$ cat src/rtl/mute_det_pkg.sv
package mute_det_pkg;
  // Width of the programmable run-length threshold
  localparam int unsigned MD_THR_W = 6;
  typedef logic [MD_THR_W-1:0] md_thr_t;
endpackage

$ cat src/rtl/mute_run_counter.sv
module mute_run_counter #(
  parameter int unsigned THR_W = mute_det_pkg::MD_THR_W
) (
  input  logic             clk,
  input  logic             rst_n,
  input  logic             step_i,
  input  logic             silent_i,
  input  logic [THR_W-1:0] thr_i,
  output logic             hit_o
);
  localparam logic [THR_W-1:0] RUN_MAX = '1;

  logic [THR_W-1:0] run_q;
  logic [THR_W:0]   run_inc;
  logic             armed_q;

  always_comb begin
    run_inc = {1'b0, run_q} + 1'b1;
    hit_o   = step_i && silent_i && armed_q && (thr_i != '0) &&
              (run_inc == {1'b0, thr_i});
  end

  always_ff @(posedge clk or negedge rst_n) begin
    if (!rst_n) begin
      run_q   <= '0;
      armed_q <= 1'b1;
    end else if (step_i) begin
      if (!silent_i) begin
        run_q   <= '0;
        armed_q <= 1'b1;
      end else begin
        if (run_q != RUN_MAX) run_q <= run_inc[THR_W-1:0];
        if (hit_o) armed_q <= 1'b0;
      end
    end
  end


  thr_zero_quiet_chk: assert property (@(posedge clk) disable iff (!rst_n)
    (thr_i == '0) |-> !hit_o);
endmodule

$ cat src/rtl/mute_det_flag.sv
module mute_det_flag (
  input  logic clk,
  input  logic rst_n,
  input  logic set_i,
  input  logic clr_i,
  input  logic en_i,
  output logic flag_o,
  output logic irq_o
);
  logic flag_q;

  always_ff @(posedge clk or negedge rst_n) begin
    if (!rst_n)      flag_q <= 1'b0;
    else if (set_i)  flag_q <= 1'b1;
    else if (clr_i)  flag_q <= 1'b0;
  end

  assign flag_o = flag_q;
  assign irq_o  = flag_q & en_i;


  flag_sticky_chk: assert property (@(posedge clk) disable iff (!rst_n)
    (flag_q && !clr_i) |=> flag_q);


  flag_clear_chk: assert property (@(posedge clk) disable iff (!rst_n)
    (clr_i && !set_i) |=> !flag_q);
endmodule

$ cat src/rtl/mute_run_detector.sv
module mute_run_detector #(
  parameter int unsigned THR_W = mute_det_pkg::MD_THR_W
) (
  input  logic             clk,
  input  logic             rst_n,
  input  logic             rx_mode,
  input  logic [THR_W-1:0] cfg_threshold,
  input  logic             irq_en,
  input  logic             det_clr,
  input  logic             frm_valid,
  input  logic             frm_silent,
  output logic             frm_ready,
  output logic             det_flag,
  output logic             det_irq
);
  logic step;
  logic hit;

  assign frm_ready = 1'b1;
  assign step      = frm_valid && frm_ready && rx_mode;

  mute_run_counter #(.THR_W(THR_W)) counter_i (
    .clk      (clk),
    .rst_n    (rst_n),
    .step_i   (step),
    .silent_i (frm_silent),
    .thr_i    (cfg_threshold),
    .hit_o    (hit)
  );

  mute_det_flag flag_i (
    .clk    (clk),
    .rst_n  (rst_n),
    .set_i  (hit),
    .clr_i  (det_clr),
    .en_i   (irq_en),
    .flag_o (det_flag),
    .irq_o  (det_irq)
  );


  match_sets_flag_chk: assert property (@(posedge clk) disable iff (!rst_n)
    hit |=> det_flag);


  no_back_to_back_chk: assert property (@(posedge clk) disable iff (!rst_n)
    hit |=> !hit);


  idle_mode_quiet_chk: assert property (@(posedge clk) disable iff (!rst_n)
    !rx_mode |-> !hit);
endmodule

$ cat config.mk
export PLATFORM = sky130hd
export DESIGN_NAME = mute_run_detector
export DESIGN_NICKNAME = d
export VERILOG_FILES = /design/src/rtl/mute_det_pkg.sv /design/src/rtl/mute_run_counter.sv /design/src/rtl/mute_det_flag.sv /design/src/rtl/mute_run_detector.sv
export SDC_FILE = /design/constraint.sdc
export NUM_CORES = 1
export LEC_CHECK = 0
export BUFFER_PORTS_ARGS = -buffer_cell sky130_fd_sc_hd__buf_2
export CORE_AREA = 2 2 39 41
export DETAILED_ROUTE_END_ITERATION = 10
export DIE_AREA = 0 0 41 43
export GPL_TIMING_DRIVEN = 0
export PLACE_DENSITY = 0.68
export RECOVER_POWER = 25
export SETUP_SLACK_MARGIN = 0.4
export SLEW_MARGIN = 20
export SYNTH_ARGS = -nofsm -noshare
export SYNTH_HDL_FRONTEND = slang
export SYNTH_SLANG_ARGS = --single-unit
$ cat constraint.sdc
create_clock -name clk -period 1.7 [get_ports clk]
set_input_delay 0.34 -clock clk [delete_from_list [all_inputs] [get_ports clk]]
set_output_delay 0.34 -clock clk [all_outputs]
set_load 0.1 [all_outputs]
==> results.ini <==
[outcome]
status = complete, no violations

[routing]
vias = 534
vias_per_cell = 5.24
drc = 0
drt_first_pass_iters = 4
drt_wl_total_um = 1250
dr.first_iter.drc_count = 4
wire_per_inst_um = 12.2
ant_nets = 0

[clocking]
cts_root_buf = clkbuf_4
clockBufferDepth = 2
insertion_delay_ps = 260
cts_tree = yes
h-tree-depth = 1
cts_sinks = 8
cts_buffers = 3
clkTransAtPathRegs_ps = 60

[global_route]
antenna_found_initial = 0
track_usage_pct = 18.5
grt-ovfl-total = 0
grt_pass1_vias = 553
grt_pass1_wl_um = 2240
grt_max_degree = 10

[timing]
fin_skew_ps = 8.07
period_minus_slack_ps = 1430
worst_slack_ps = 266
hold_slack_ps = 251
maxSlewViolCount = 0
fin_crit_sh_pct = 84.4
finalSetupTns_ps = 0
hold_viol_final = 0
rsz0062_at_grt = yes
timing.fmax_mhz = 697
setup_violations = 0

[finish]
nets = 101
final_common_cell = buf_2
syn_to_final_growth_pct = 43.1
antenna_cells = 0
drive_gt1_share_pct = 45.3
utilization_pct = 57.3
fin_area_um2 = 793
stdcell_count = 102
layout_common_cells = 11 x buf_2, 8 x buf_4, 5 x xnor2_1
fillCellCount = 137

[synthesis]
synth_top_area_cell = dfrtp_1
synth_cells = 60
ys_seq_area_share_pct = 36.3
synth_area_leaders = dfrtp_1 32%, xnor2_1 9.5%, dfstp_2 4.7%
syn_nets = 74
ys_ff_latch = 8
synth.distinct_cells = 29
synth-warning-count = 0
avgSynthCellArea_um2 = 9.24
synth_area_um2 = 554
synth_top_area_share_pct = 31.6

[floorplanning]
initial_core_util_pct = 40.1
core_area_mm2 = 0.00138
dieArea_mm2 = 0.00176
ios = 16
die_h_um = 43
die_x_um = 41
rows = 14

[placement]
port_buffers = 14
hpwl_um = 897
dp_slack_ps = 184
numPlacedInstances = 90
place_congestion = 0.767
place_area_um2 = 664

[critical_path]
path_depth = 6
worst-endpoint-arrival_ps = 1590
cp_data_required_time_ps = 1850
crit_chain = ha_4 > and3_4 > buf_6 > nor2_2 > mux2_2 > a22o_1
cp.buffers_inverters = 1
crit_type = register to register
endpoint_kind = register
cpPeakStageDelay_ps = 390
reg2reg_depth = 6
crit_family = flip-flops
path_max_fanout = 7
startpoint_type = register
crit_path_top_delay_cell = dfrtp_2

[worst_hold_path]
hold_depth = 2
hp-class = input pin to register

[power_and_ir_drop]
ir_drop_mv = 0.514
power_frac_comb_pct = 34.5
power.switching_mw = 0.180
cellPowerDensity_mw_per_mm2 = 747
p_leak_nw = 0.340
p_total_mw = 0.592
clkPwrFrac_pct = 27.4
p_int_mw = 0.413
pwr-share-seq_pct = 38.1
switching_share_pct = 30.3

[run]
cap_viol_max_count = 0

power groups by stage:
stage,logic [mW],registers [mW],clock network (mW)
finish,0.204,0.226,0.162
global route,0.229,0.228,0.181
CTS,0.205,0.224,0.168
detailed placement,0.139,0.243,0
global placement,0.133,0.243,0
floorplan,0.101,0.238,0
synth_stat cells, drive strengths merged:
library cell and instances:
nand4 2, o211ai 1, o2bb2ai 1, and3 2
conb 1, mux2 1, xor2 3, a22o 4
nand3 3, nor2 3, dfstp 1, buf 2
dfrtp 7, a2bb2oi 1, nand2 3, o31ai 2
a21oi 3, o21a 1, inv 3, ha 1
xnor2 6, or4 1, and2 2, nor3 1
o21ai 5
final timing paths:
check / start / to / slack [ps]
setup / recovery: counter_i.run_q[1]$_DFFE_PN0P_ / counter_i.run_q[0]$_DFFE_PN0P_ / 270
min in group asynchronous: rst_n / counter_i.run_q[3]$_DFFE_PN0P_ / 530
max in group asynchronous: rst_n / flag_i.flag_o$_DFFE_PN0P_ / 810
hold reg to reg: counter_i.armed_q$_DFFE_PN1P_ / counter_i.armed_q$_DFFE_PN1P_ / 480
hold / removal: det_clr / flag_i.flag_o$_DFFE_PN0P_ / 250
setup reg to reg: counter_i.run_q[1]$_DFFE_PN0P_ / counter_i.run_q[0]$_DFFE_PN0P_ / 270
cells by family after synthesis:
family | share of synthesized area, %
AO/OA/AOI/OAI | 22.3
AND/OR/NAND/NOR | 16.7
XOR/XNOR | 14.2
flip-flops | 36.3
buffers and inverters | 5.42
adder cells (fa/ha/maj) | 2.26
other | 0.677
multiplexers | 2.03
registers in the layout, summed over array words and instances, names as in the netlist:
name / flops
flag_i.flag_o: 1
counter_i.run_q: 6
counter_i.armed_q: 1
cell type report:
type	count	area (um2)	area share, %
Multi-Input combinational cell	47	355	44.8
Sequential cell	8	209	26.3
Timing Repair Buffer	22	153	19.2
Clock buffer	4	26.3	3.31
Tap cell	16	20.0	2.52
Buffer	2	18.8	2.37
Inverter	3	11.3	1.42
layer usage:
layer | GRT usage (%) | up-vias | share of wire, %
met2 | 27.8 | 11 | 51
li1 | - | 270 | -
met1 | 24.0 | 249 | 43
met3 | 3.66 | 4 | 4.0
met4 | 9.33 | 0 | 1.4
met5 | 0 | - | 0
what timing repair did:
| item | CTS | global route |
|---|---|---|
| resized for setup | 8 | 4 |
| endpoints found under the hold margin | 7 | 0 |
| hold buffers | 1 | 0 |
| setup buffers | 7 | 0 |
| setup endpoints to repair | 9 | 9 |
| pin swaps | 2 | 2 |
(Power assumes the default switching activity.)
